[src/rtl/sg_walk_pkg.sv]
package sg_walk_pkg;

  localparam int WORD_W      = 32;
  localparam int LEN_W       = 24;
  localparam int ACT_W       = 3;
  localparam int WORD_BYTES  = 4;
  localparam int ENTRY_BYTES = 2 * WORD_BYTES;

  // control word bit positions
  localparam int VALID_POS = 0;
  localparam int END_POS   = 1;
  localparam int IRQ_POS   = 2;
  localparam int ACT_LSB   = 3;
  localparam int RING_POS  = 6;
  localparam int LEN_LSB   = 8;

  typedef enum logic [2:0] {
    ST_IDLE,
    ST_REQ_CTRL,
    ST_WAIT_CTRL,
    ST_REQ_PTR,
    ST_WAIT_PTR,
    ST_CHECK,
    ST_ISSUE,
    ST_RUN
  } walkState_t;

  typedef struct packed {
    logic loadBase;
    logic ptrWord;
    logic capCtrl;
    logic capPtr;
    logic stepNext;
    logic rewind;
    logic setDone;
    logic setInvalid;
  } dpStrobe_t;

  typedef struct packed {
    logic             valid;
    logic             endList;
    logic             irq;
    logic [ACT_W-1:0] action;
    logic             ring;
    logic [LEN_W-1:0] len;
  } linkCtrl_t;

  function automatic linkCtrl_t decodeLink(input logic [WORD_W-1:0] w);
    linkCtrl_t c;
    c.valid   = w[VALID_POS];
    c.endList = w[END_POS];
    c.irq     = w[IRQ_POS];
    c.action  = w[ACT_LSB +: ACT_W];
    c.ring    = w[RING_POS];
    c.len     = w[LEN_LSB +: LEN_W];
    return c;
  endfunction

endpackage

[src/rtl/sg_walk_dp.sv]
module sg_walk_dp
  import sg_walk_pkg::*;
#(
  parameter int ADDR_W      = 32,
  parameter int MAX_SEG_LEN = 1 << 20
) (
  input  logic              clk,
  input  logic              rstN,
  input  dpStrobe_t         strb,
  input  logic [ADDR_W-1:0] listBase,
  input  logic [WORD_W-1:0] rspData,
  output logic [ADDR_W-1:0] reqAddr,
  output logic [WORD_W-1:0] segAddr,
  output logic [LEN_W-1:0]  segLen,
  output logic              segIrq,
  output logic [ACT_W-1:0]  segAction,
  output logic              entryOk,
  output logic              entryEnd,
  output logic              entryRing,
  output logic              doneFlag,
  output logic              invalidFlag
);

  localparam logic [LEN_W-1:0]  MaxLen   = LEN_W'(MAX_SEG_LEN);
  localparam logic [ADDR_W-1:0] PtrOfs   = ADDR_W'(WORD_BYTES);
  localparam logic [ADDR_W-1:0] EntryOfs = ADDR_W'(ENTRY_BYTES);

  logic [ADDR_W-1:0] baseAddr;
  logic [ADDR_W-1:0] entryAddr;
  linkCtrl_t         ctrlReg;
  logic [WORD_W-1:0] ptrReg;

  always_ff @(posedge clk) begin
    if (!rstN) begin
      baseAddr    <= '0;
      entryAddr   <= '0;
      ctrlReg     <= '0;
      ptrReg      <= '0;
      doneFlag    <= 1'b0;
      invalidFlag <= 1'b0;
    end else begin
      if (strb.loadBase) begin
        baseAddr    <= listBase;
        entryAddr   <= listBase;
        doneFlag    <= 1'b0;
        invalidFlag <= 1'b0;
      end
      if (strb.capCtrl)    ctrlReg     <= decodeLink(rspData);
      if (strb.capPtr)     ptrReg      <= rspData;
      if (strb.stepNext)   entryAddr   <= entryAddr + EntryOfs;
      if (strb.rewind)     entryAddr   <= baseAddr;
      if (strb.setDone)    doneFlag    <= 1'b1;
      if (strb.setInvalid) invalidFlag <= 1'b1;
    end
  end

  assign reqAddr   = strb.ptrWord ? entryAddr + PtrOfs : entryAddr;
  assign segAddr   = ptrReg;
  assign segLen    = ctrlReg.len;
  assign segIrq    = ctrlReg.irq;
  assign segAction = ctrlReg.action;
  assign entryOk   = ctrlReg.valid && (ctrlReg.len <= MaxLen);
  assign entryEnd  = ctrlReg.endList;
  assign entryRing = ctrlReg.ring;


  flags_excl_chk: assert property (@(posedge clk) disable iff (!rstN)
    !(doneFlag && invalidFlag));


  flag_clear_chk: assert property (@(posedge clk) disable iff (!rstN)
    strb.loadBase |=> !doneFlag && !invalidFlag);

endmodule

[src/rtl/sg_walk_ctrl.sv]
module sg_walk_ctrl
  import sg_walk_pkg::*;
(
  input  logic      clk,
  input  logic      rstN,
  input  logic      startPulse,
  input  logic      memReqReady,
  input  logic      memRspValid,
  input  logic      segReady,
  input  logic      segDone,
  input  logic      entryOk,
  input  logic      entryEnd,
  input  logic      entryRing,
  output dpStrobe_t strb,
  output logic      memReqValid,
  output logic      segValid,
  output logic      busy
);

  walkState_t state, nextState;

  always_ff @(posedge clk) begin
    if (!rstN) state <= ST_IDLE;
    else       state <= nextState;
  end

  always_comb begin
    nextState   = state;
    strb        = '0;
    memReqValid = 1'b0;
    segValid    = 1'b0;
    unique case (state)
      ST_IDLE: begin
        if (startPulse) begin
          strb.loadBase = 1'b1;
          nextState     = ST_REQ_CTRL;
        end
      end
      ST_REQ_CTRL: begin
        memReqValid = 1'b1;
        if (memReqReady) nextState = ST_WAIT_CTRL;
      end
      ST_WAIT_CTRL: begin
        if (memRspValid) begin
          strb.capCtrl = 1'b1;
          nextState    = ST_REQ_PTR;
        end
      end
      ST_REQ_PTR: begin
        memReqValid  = 1'b1;
        strb.ptrWord = 1'b1;
        if (memReqReady) nextState = ST_WAIT_PTR;
      end
      ST_WAIT_PTR: begin
        if (memRspValid) begin
          strb.capPtr = 1'b1;
          nextState   = ST_CHECK;
        end
      end
      ST_CHECK: begin
        if (!entryOk) begin
          strb.setInvalid = 1'b1;
          nextState       = ST_IDLE;
        end else begin
          nextState = ST_ISSUE;
        end
      end
      ST_ISSUE: begin
        segValid = 1'b1;
        if (segReady) nextState = ST_RUN;
      end
      ST_RUN: begin
        if (segDone) begin
          if (entryEnd && entryRing) begin
            strb.rewind = 1'b1;
            nextState   = ST_REQ_CTRL;
          end else if (entryEnd) begin
            strb.setDone = 1'b1;
            nextState    = ST_IDLE;
          end else begin
            strb.stepNext = 1'b1;
            nextState     = ST_REQ_CTRL;
          end
        end
      end
      default: nextState = ST_IDLE;
    endcase
  end

  assign busy = (state != ST_IDLE);


  req_hold_chk: assert property (@(posedge clk) disable iff (!rstN)
    memReqValid && !memReqReady |=> memReqValid);


  seg_hold_chk: assert property (@(posedge clk) disable iff (!rstN)
    segValid && !segReady |=> segValid);


  req_seg_excl_chk: assert property (@(posedge clk) disable iff (!rstN)
    $onehot0({memReqValid, segValid}));


  start_rise_chk: assert property (@(posedge clk) disable iff (!rstN)
    $rose(busy) |-> $past(startPulse));

endmodule

[src/rtl/sg_link_walker.sv]
module sg_link_walker
  import sg_walk_pkg::*;
#(
  parameter int ADDR_W      = 32,
  parameter int MAX_SEG_LEN = 1 << 20
) (
  input  logic              clk,
  input  logic              rstN,
  input  logic              startPulse,
  input  logic [ADDR_W-1:0] listBase,
  output logic              memReqValid,
  input  logic              memReqReady,
  output logic [ADDR_W-1:0] memReqAddr,
  input  logic              memRspValid,
  input  logic [31:0]       memRspData,
  output logic              segValid,
  input  logic              segReady,
  output logic [31:0]       segAddr,
  output logic [23:0]       segLen,
  output logic              segIrq,
  output logic [2:0]        segAction,
  input  logic              segDone,
  output logic              busy,
  output logic              walkDone,
  output logic              walkInvalid
);

  dpStrobe_t strb;
  logic      entryOk;
  logic      entryEnd;
  logic      entryRing;

  sg_walk_ctrl i_ctrl (
    .clk         (clk),
    .rstN        (rstN),
    .startPulse  (startPulse),
    .memReqReady (memReqReady),
    .memRspValid (memRspValid),
    .segReady    (segReady),
    .segDone     (segDone),
    .entryOk     (entryOk),
    .entryEnd    (entryEnd),
    .entryRing   (entryRing),
    .strb        (strb),
    .memReqValid (memReqValid),
    .segValid    (segValid),
    .busy        (busy)
  );

  sg_walk_dp #(
    .ADDR_W      (ADDR_W),
    .MAX_SEG_LEN (MAX_SEG_LEN)
  ) i_dp (
    .clk         (clk),
    .rstN        (rstN),
    .strb        (strb),
    .listBase    (listBase),
    .rspData     (memRspData),
    .reqAddr     (memReqAddr),
    .segAddr     (segAddr),
    .segLen      (segLen),
    .segIrq      (segIrq),
    .segAction   (segAction),
    .entryOk     (entryOk),
    .entryEnd    (entryEnd),
    .entryRing   (entryRing),
    .doneFlag    (walkDone),
    .invalidFlag (walkInvalid)
  );


  seg_stable_chk: assert property (@(posedge clk) disable iff (!rstN)
    segValid && !segReady |=> $stable(segAddr) && $stable(segLen));


  len_cap_chk: assert property (@(posedge clk) disable iff (!rstN)
    segValid |-> ({8'd0, segLen} <= 32'(MAX_SEG_LEN)));


  req_addr_stable_chk: assert property (@(posedge clk) disable iff (!rstN)
    memReqValid && !memReqReady |=> $stable(memReqAddr));

endmodule

[config.mk]
export PLATFORM = sky130hd
export DESIGN_NAME = sg_link_walker
export DESIGN_NICKNAME = d
export VERILOG_FILES = /design/src/rtl/sg_walk_pkg.sv /design/src/rtl/sg_walk_dp.sv /design/src/rtl/sg_walk_ctrl.sv /design/src/rtl/sg_link_walker.sv
export SDC_FILE = /design/constraint.sdc
export NUM_CORES = 1
export LEC_CHECK = 0
export BUFFER_PORTS_ARGS = -buffer_cell sky130_fd_sc_hd__buf_2
export CORE_UTILIZATION = 40
export CTS_CLUSTER_DIAMETER = 80
export CTS_CLUSTER_SIZE = 30
export DETAILED_ROUTE_END_ITERATION = 10
export PLACE_DENSITY_LB_ADDON = 0.15
export SLEW_MARGIN = 40
export SYNTH_ARGS = -nofsm -noshare
export SYNTH_HDL_FRONTEND = slang
export SYNTH_SLANG_ARGS = --single-unit
[constraint.sdc]
create_clock -name clk -period 6.5 [get_ports clk]
set_input_delay 1.3 -clock clk [delete_from_list [all_inputs] [get_ports clk]]
set_output_delay 1.3 -clock clk [all_outputs]
set_load 0.02 [all_outputs]
==> impl_table.tex, run 1 <==
\begin{tabular}{lr}
\hline
Metric & Value \\
\hline
\multicolumn{2}{l}{\textbf{Status}} \\
Result of the run & finished, final reports clean \\
\multicolumn{2}{l}{\textbf{GRT}} \\
Pin count of the biggest net entering global routing & 64 \\
Number of global-route vias before repair & 5,763 \\
Antenna violations before repair & 1 \\
First-pass GRT wire length & slightly above 30,000 um \\
Total track usage & a little under a quarter \\
Total congestion overflow & 0 \\
\multicolumn{2}{l}{\textbf{Setup path}} \\
Data required, critical path & between 5000 and 6000 ps \\
Type of destination of the critical path & output pin \\
Maximum net fanout on the critical path & 8 \\
Critical path launch point type & flop \\
R2R cell count & 6 \\
Data arrival at the endpoint of the critical path & around 2700 ps \\
Type of the worst setup path & reg2out \\
\multicolumn{2}{l}{\textbf{Pwr}} \\
Power density over the cells & approximately 260 nW/um\^{}2 \\
Reported leakage power & about 3.1 nW \\
Peak VDD IR & 0.202 mV \\
\multicolumn{2}{l}{\textbf{STA}} \\
Tmin final & around 4000 ps \\
Maximum achievable frequency & $\sim$250 MHz \\
Setup repair after global routing missed its margin & no \\
Final setup vio count & 0 \\
Tightest slew margin relative to the limit & between 40\% and 50\% \\
Clock skew & 12.4 ps \\
Crit share post-route & between 60 and 70\% \\
Slew of the pin with the lowest slew margin & around 810 ps \\
Setup TNS & 0 ps \\
Max-slew violation count & 0 \\
Hold Fails Final Rpt & 0 \\
\multicolumn{2}{l}{\textbf{Final layout}} \\
Share of layout cells above drive strength 1 & between 20\% and 30\% \\
Area added between synthesis and finish & 17.8\% \\
Footprint of the multi-input gates & between 3000 and 4000 um\^{}2 \\
Total non-filler cell area in the finished layout & about 8000 um\^{}2 \\
Number of nets in the layout & between 1,000 and 1,500 \\
Filler Cells Inserted & around 1,700 \\
Number of antenna diodes & 0 \\
Area occupied by registers & between 2000 and 3000 um\^{}2 \\
\multicolumn{2}{l}{\textbf{Synth}} \\
Number of storage elements in the synthesis netlist & roughly 130 \\
Asr flop ratio synth & 0\% \\
Yosys warnings & 0 \\
Most instantiated cells after synthesis & sky130\_fd\_sc\_hd\_\_nand2\_1 (253), sky130\_fd\_sc\_hd\_\_dfxtp\_1 (132), sky130\_fd\_sc\_hd\_\_a21oi\_1 (111), sky130\_fd\_sc\_hd\_\_nor2\_1 (40), sky130\_fd\_sc\_hd\_\_clkbuf\_1 (36) \\
Cells taking the most area after synthesis & sky130\_fd\_sc\_hd\_\_dfxtp\_1 (40\%), sky130\_fd\_sc\_hd\_\_nand2\_1 (14\%), sky130\_fd\_sc\_hd\_\_a21oi\_1 (8.4\%) \\
Instance count of the mapped netlist & around 870 \\
Share of the synthesized area in the top cell type & 40.0\% \\
Syn Nets & roughly 950 \\
Cell type contributing the most total cell area after synthesis & sky130\_fd\_sc\_hd\_\_dfxtp\_1 \\
Count of unique library cells instantiated by Yosys & 62 \\
Most used standard cell by instance count after synthesis & sky130\_fd\_sc\_hd\_\_nand2\_1 \\
Average instance area after synthesis & around 7.6 um\^{}2 \\
Cell area after technology mapping & approximately 6600 um\^{}2 \\
Ys flop type & sky130\_fd\_sc\_hd\_\_dfxtp\_1 \\
Seq/Total Area, Yosys & 40.0\% \\
EDFF count, synth & 0 \\
\multicolumn{2}{l}{\textbf{CTS}} \\
Clock tree from TritonCTS & yes \\
Clock root buffer master & sky130\_fd\_sc\_hd\_\_clkbuf\_16 \\
Max Buffers Root-to-Sink & 2 \\
Setup bufs post-CTS & 0 \\
Clk\_lat worst skew & 420 ps \\
Number of buffers added by the clock tree synthesis step & 17 \\
Register clock-pin slew on the reported worst setup and hold paths & approximately 60 ps \\
H-tree levels & 4 \\
Count of cells resized by post-cts repair & 0 \\
Clock Sinks & 132 \\
Number of buffers added to fix hold violations after cts & 0 \\
\multicolumn{2}{l}{\textbf{Floorplanning}} \\
Boundary pin count & about 170 \\
Die footprint & 17,000 um\^{}2 \\
Number of placement rows & 46 \\
Floorplan die height & approximately 130 um \\
Die X & 131 um \\
Starting Density & roughly two fifths \\
Placeable core region & around 16,000 um\^{}2 \\
\multicolumn{2}{l}{\textbf{Drt}} \\
Final antenna-violating net count & 0 \\
Wire length on met3 & between 1000 and 1500 um \\
Met1 WL & roughly 8700 um \\
Topmost layer with routed signal wires & met5 \\
Met2 WL & roughly 9100 um \\
Iteration-0 DRC count of the detailed router & between 400 and 500 \\
Overall routed net length & approximately 19,000 um \\
Via-per-instance ratio & between 5 and 6 \\
Routed wire per std cell & roughly 16 um \\
Vias & $\sim$6,300 \\
Pre-Repair DR Iteration Count & 5 \\
DRC errors left & 0 \\
\multicolumn{2}{l}{\textbf{Placed design}} \\
Area after DPL & between 7000 and 8000 um\^{}2 \\
IO buf count & 167 \\
Final GP Congestion & approximately 0.9 \\
Half-perimeter wire length of the detailed placement result & around 13,000 um \\
\multicolumn{2}{l}{\textbf{Hold path}} \\
Worst hold path class & reg2reg \\
Hold path depth & 2 \\
\multicolumn{2}{l}{\textbf{Flow run}} \\
Max-Cap Viols & 0 \\
\hline
\end{tabular}
==> final cells by class <==
class | instances | share of cell area, %
clock buffer | 18 | 5.64
inverter | 8 | 0.450
sequential | 132 | 34.0
tap | 216 | 3.47
clock inverter | 13 | 1.30
timing repair buffer | 175 | 11.5
multi-input combinational | 635 | 43.7
==> where the power goes <==
part | leakage (nW) | internal (mW) | switching (mW)
clock network | 0.268 | 0.501 | 0.383
logic | 1.80 | 0.101 | 0.167
registers | 1.07 | 0.852 | 0.0521
total | 3.14 | 1.45 | 0.602
==> state kept, by name, summed over array words and instances, names as in the netlist <==
| signal | count |
|---|---|
| i_dp.invalidFlag | 1 |
| i_dp.ctrlReg | 1 |
| i_dp.baseAddr | 32 |
| i_dp.segLen | 24 |
| i_dp.entryAddr | 32 |
| i_dp.segAction | 3 |
| i_dp.segIrq | 1 |
| i_dp.segAddr | 32 |
| i_ctrl.state | 3 |
| i_dp.doneFlag | 1 |
| i_dp.entryEnd | 1 |
| i_dp.entryRing | 1 |
==> stage by stage <==
stage	setup slack [ps]	util (%)	total power, mW	hold WS (ps)	instances
after floorplan	3200	-	1.10	432	872
after global placement	2950	45.2	1.19	439	1166
after detailed placement	2970	45.2	1.19	446	1166
after global routing	2260	48.6	2.15	466	1197
final	2500	48.6	2.06	451	1197
after CTS	2520	48.6	2.08	455	1197
==> metal layers <==
metal / vias up / GRT usage, %
met5: - / 0
met3: 23 / 7.37
li1: 3170 / -
met2: 192 / 37.8
met4: 2 / 7.10
met1: 2927 / 29.0
==> placed cells by master (no fill, tap or decap), drive strengths merged, types with 3 or more instances in the layout <==
cell and instances:
a22oi 5, nand3 22, a31oi 26, a21oi 111
o2bb2ai 4, xnor2 19, nor4 11, dfxtp 132
inv 12, o211a 4, o221a 8, xor2 12
or3 5, a2bb2oi 3, a211oi 5, and2 5
a41oi 3, clkinv 8, o21ai 26, nor2 43
and3 5, nand2 253, and4 7, nand4 15
nand2b 4, nor3 6, clkbuf 18, buf 175
==> critical path: stages (launching register included) <==
cell,delay [ps]
sky130_fd_sc_hd__dfxtp_1,470
sky130_fd_sc_hd__ha_1,260
sky130_fd_sc_hd__and4_1,360
sky130_fd_sc_hd__and3_1,360
sky130_fd_sc_hd__and2_1,320
sky130_fd_sc_hd__nand2_1,100
sky130_fd_sc_hd__xnor2_1,200
sky130_fd_sc_hd__buf_2,200
==> final timing paths <==
kind                                endpoint  slack, ps                           start
max                           memReqAddr[29]       2500  i_dp.entryAddr[3]$_SDFFE_PN0P_
min            i_dp.segAddr[26]$_SDFFE_PN0P_        450   i_dp.segAddr[26]$_SDFFE_PN0P_
max reg2reg  i_dp.entryAddr[31]$_SDFFE_PN0P_       4180  i_dp.entryAddr[3]$_SDFFE_PN0P_
min reg2reg    i_dp.segAddr[26]$_SDFFE_PN0P_        450   i_dp.segAddr[26]$_SDFFE_PN0P_
==> cell families (layout without fill, tap and decap cells) <==
logic type	count (synthesis)	in the layout	synth area share, %
compound gates	214	214	20.2
xor+xnor	31	31	4.11
fa+ha+maj	2	2	0.379
buf+inv	105	214	8.86
flops	132	132	40.0
mux	3	3	0.492
simple gates	385	385	26.0
(Power assumes the default switching activity.)
==> inputs of run 2 (changes only) <==
==> constraint.sdc (replaced) <==
create_clock -name clk -period 4.1 [get_ports clk]
set_input_delay 0.82 -clock clk [delete_from_list [all_inputs] [get_ports clk]]
set_output_delay 0.82 -clock clk [all_outputs]
set_load 0.02 [all_outputs]
==> impl_table.tex, run 2 (synthesized netlist as in run 1, its figures left out) <==
\begin{tabular}{lr}
\hline
Metric & Value \\
\hline
\multicolumn{2}{l}{\textbf{Drt}} \\
Routed wire per std cell & approximately 16 um \\
DRC errors left & 0 \\
Topmost layer with routed signal wires & met5 \\
Via-per-instance ratio & 5.35 \\
Iteration-0 DRC count of the detailed router & between 400 and 500 \\
Met1 WL & approximately 8600 um \\
Vias & about 6,400 \\
Overall routed net length & a little under 20,000 um \\
Final antenna-violating net count & 0 \\
Wire length on met3 & 1610 um \\
Pre-Repair DR Iteration Count & 5 \\
Met2 WL & around 8900 um \\
\multicolumn{2}{l}{\textbf{Pwr}} \\
P\_int & 2.48 mW \\
Sw Ratio & 27.5\% \\
Power density over the cells & between 400 and 500 nW/um\^{}2 \\
Reported leakage power & 3.17 nW \\
Share of power burned in registers & between 40\% and 50\% \\
Switching power & between 0.9 and 1 mW \\
Relative contribution of combinational cells to total power & approximately an eighth \\
Peak VDD IR & between 0.3 and 0.4 mV \\
Part of the power in the clock network & between 40 and 50\% \\
\multicolumn{2}{l}{\textbf{Flow run}} \\
Max-Cap Viols & 0 \\
\multicolumn{2}{l}{\textbf{Hold path}} \\
Worst min-delay path endpoint & i\_dp.segAddr[21]\$\_SDFFE\_PN0P\_ \\
Hold path depth & 2 \\
Worst Min Path Start & i\_dp.segAddr[21]\$\_SDFFE\_PN0P\_ \\
Worst hold path class & reg2reg \\
\multicolumn{2}{l}{\textbf{Final layout}} \\
Leading cell type in the layout, fill and taps excluded & sky130\_fd\_sc\_hd\_\_nand2\_1 \\
Final core occ & between 40\% and 50\% \\
Footprint of the multi-input gates & between 3000 and 4000 um\^{}2 \\
Share of layout cells above drive strength 1 & between 20\% and 30\% \\
Filler Cells Inserted & around 1,700 \\
Number of nets in the layout & $\sim$1,000 \\
Number of antenna diodes & 0 \\
Most used cells in the layout excluding fill and tap cells & sky130\_fd\_sc\_hd\_\_nand2\_1 (252), sky130\_fd\_sc\_hd\_\_buf\_2 (167), sky130\_fd\_sc\_hd\_\_dfxtp\_1 (132), sky130\_fd\_sc\_hd\_\_a21oi\_1 (111), sky130\_fd\_sc\_hd\_\_nor2\_1 (37) \\
Area added between synthesis and finish & 18.7\% \\
Area occupied by registers & between 2000 and 3000 um\^{}2 \\
\multicolumn{2}{l}{\textbf{STA}} \\
Tightest slew margin relative to the limit & between 40 and 50\% \\
Hold Fails Final Rpt & 0 \\
Max-slew violation count & 0 \\
Final setup vio count & 0 \\
Setup repair after global routing missed its margin & no \\
Slew of the pin with the lowest slew margin & between 700 and 800 ps \\
Tmin final & 3550 ps \\
Maximum achievable frequency & roughly 280 MHz \\
Setup TNS & 0 ps \\
Clock skew & between 7 and 8 ps \\
Crit share post-route & 86.6\% \\
\multicolumn{2}{l}{\textbf{Setup path}} \\
Worst reg2reg endpoint & i\_dp.entryAddr[16]\$\_SDFFE\_PN0P\_ \\
Data required, critical path & 3280 ps \\
Beginning of the worst register-to-register path & i\_ctrl.state[0]\$\_SDFFE\_PN0P\_ \\
Critical path launch point type & flop \\
R2R cell count & 5 \\
Data arrival at the endpoint of the critical path & $\sim$2700 ps \\
Maximum net fanout on the critical path & 8 \\
Type of the worst setup path & reg2out \\
Type of destination of the critical path & output pin \\
Register-to-Register Setup Slack & 1650 ps \\
\multicolumn{2}{l}{\textbf{GRT}} \\
Antenna violations before repair & 1 \\
First-pass GRT wire length & just over 30,000 um \\
Number of global-route vias before repair & between 5,000 and 6,000 \\
Total congestion overflow & 0 \\
Total track usage & 23.4\% \\
Pin count of the biggest net entering global routing & 60 \\
\multicolumn{2}{l}{\textbf{CTS}} \\
Clock root buffer master & sky130\_fd\_sc\_hd\_\_clkbuf\_16 \\
Number of buffers added to fix hold violations after cts & 0 \\
Number of buffers added by the clock tree synthesis step & 17 \\
Clock tree from TritonCTS & yes \\
Clock Sinks & between 100 and 150 \\
Clk\_lat worst skew & roughly 420 ps \\
Count of cells resized by post-cts repair & 0 \\
H-tree levels & 4 \\
Max Buffers Root-to-Sink & 2 \\
Setup bufs post-CTS & 0 \\
Register clock-pin slew on the reported worst setup and hold paths & $\sim$60 ps \\
\multicolumn{2}{l}{\textbf{Status}} \\
Result of the run & finished, final reports clean \\
\multicolumn{2}{l}{\textbf{Placed design}} \\
Final GP Congestion & between 0.8 and 0.9 \\
Half-perimeter wire length of the detailed placement result & roughly 13,000 um \\
IO buf count & 167 \\
\multicolumn{2}{l}{\textbf{Floorplanning}} \\
Die footprint & 17,000 um\^{}2 \\
Die X & between 100 and 150 um \\
Boundary pin count & 168 \\
Number of placement rows & 46 \\
Placeable core region & 16,000 um\^{}2 \\
Floorplan die height & around 130 um \\
Starting Density & roughly two fifths \\
\hline
\end{tabular}
run 2: cell types whose count changed in the layout (fill, tap and decap cells not counted), sizes merged:
cell      delta
inv          -3
clkinv       -2
bufinv       +3
buf          +1
clkbuf       +1
clkinvlp     +1
run 2: worst max-delay path by stage:
stage,startpoint,to,slack [ps],depth (start not counted)
2_1_floorplan,i_dp.entryAddr[3]$_SDFFE_PN0P_,memReqAddr[21],1280,8
3_3_place_gp,i_ctrl.state[0]$_SDFFE_PN0P_,memReqAddr[30],1090,6
3_5_place_dp,i_dp.entryAddr[3]$_SDFFE_PN0P_,memReqAddr[21],1000,7
4_1_cts,i_dp.entryAddr[3]$_SDFFE_PN0P_,memReqAddr[21],560,7
5_1_grt,i_dp.entryAddr[4]$_SDFFE_PN0P_,memReqAddr[21],390,7
6_report,i_dp.entryAddr[3]$_SDFFE_PN0P_,memReqAddr[21],550,7
run 2: metal layers:
layer	vias up	global-route usage (%)
met2	238	37.3
li1	3171	-
met4	2	7.23
met3	30	7.61
met1	2966	29.8
met5	-	0
run 2: power by group through the flow:
stage	sequential (mW)	combinational (mW)	clock [mW]
6_report	1.43	0.423	1.57
5_1_grt	1.44	0.469	1.65
4_1_cts	1.43	0.427	1.59
3_5_place_dp	1.46	0.425	0
3_3_place_gp	1.46	0.425	0
2_1_floorplan	1.42	0.332	0
run 2: final cells by class:
type / count / area share (%)
flip-flops and latches: 132 / 33.7
multi-input cells: 635 / 43.3
repair buffers: 176 / 11.5
clock buffers: 19 / 5.65
well taps: 216 / 3.45
inverters: 8 / 0.399
clock inverters: 12 / 1.98
run 2: metrics by stage:
| step | std cells | instance area, um^2 | setup WS [ps] | hold WS [ps] | power (mW) |
|---|---|---|---|---|---|
| 5_1_grt | 1198 | 7840 | 395 | 470 | 3.56 |
| 4_1_cts | 1198 | 7840 | 557 | 453 | 3.45 |
| 3_5_place_dp | 1167 | 7250 | 1000 | 444 | 1.88 |
| 3_3_place_gp | 1167 | 7240 | 1090 | 439 | 1.88 |
| 2_1_floorplan | 872 | 6610 | 1280 | 432 | 1.75 |
| 6_report | 1198 | 7840 | 550 | 450 | 3.43 |
run 2: worst max-delay path: stages, from the launching register on:
cell and delay, ps:
sky130_fd_sc_hd__dfxtp_1 470, sky130_fd_sc_hd__ha_1 280, sky130_fd_sc_hd__and4_1 340, sky130_fd_sc_hd__and3_1 380, sky130_fd_sc_hd__nand2_1 220, sky130_fd_sc_hd__nor4_2 270
sky130_fd_sc_hd__xor2_1 170, sky130_fd_sc_hd__buf_2 180
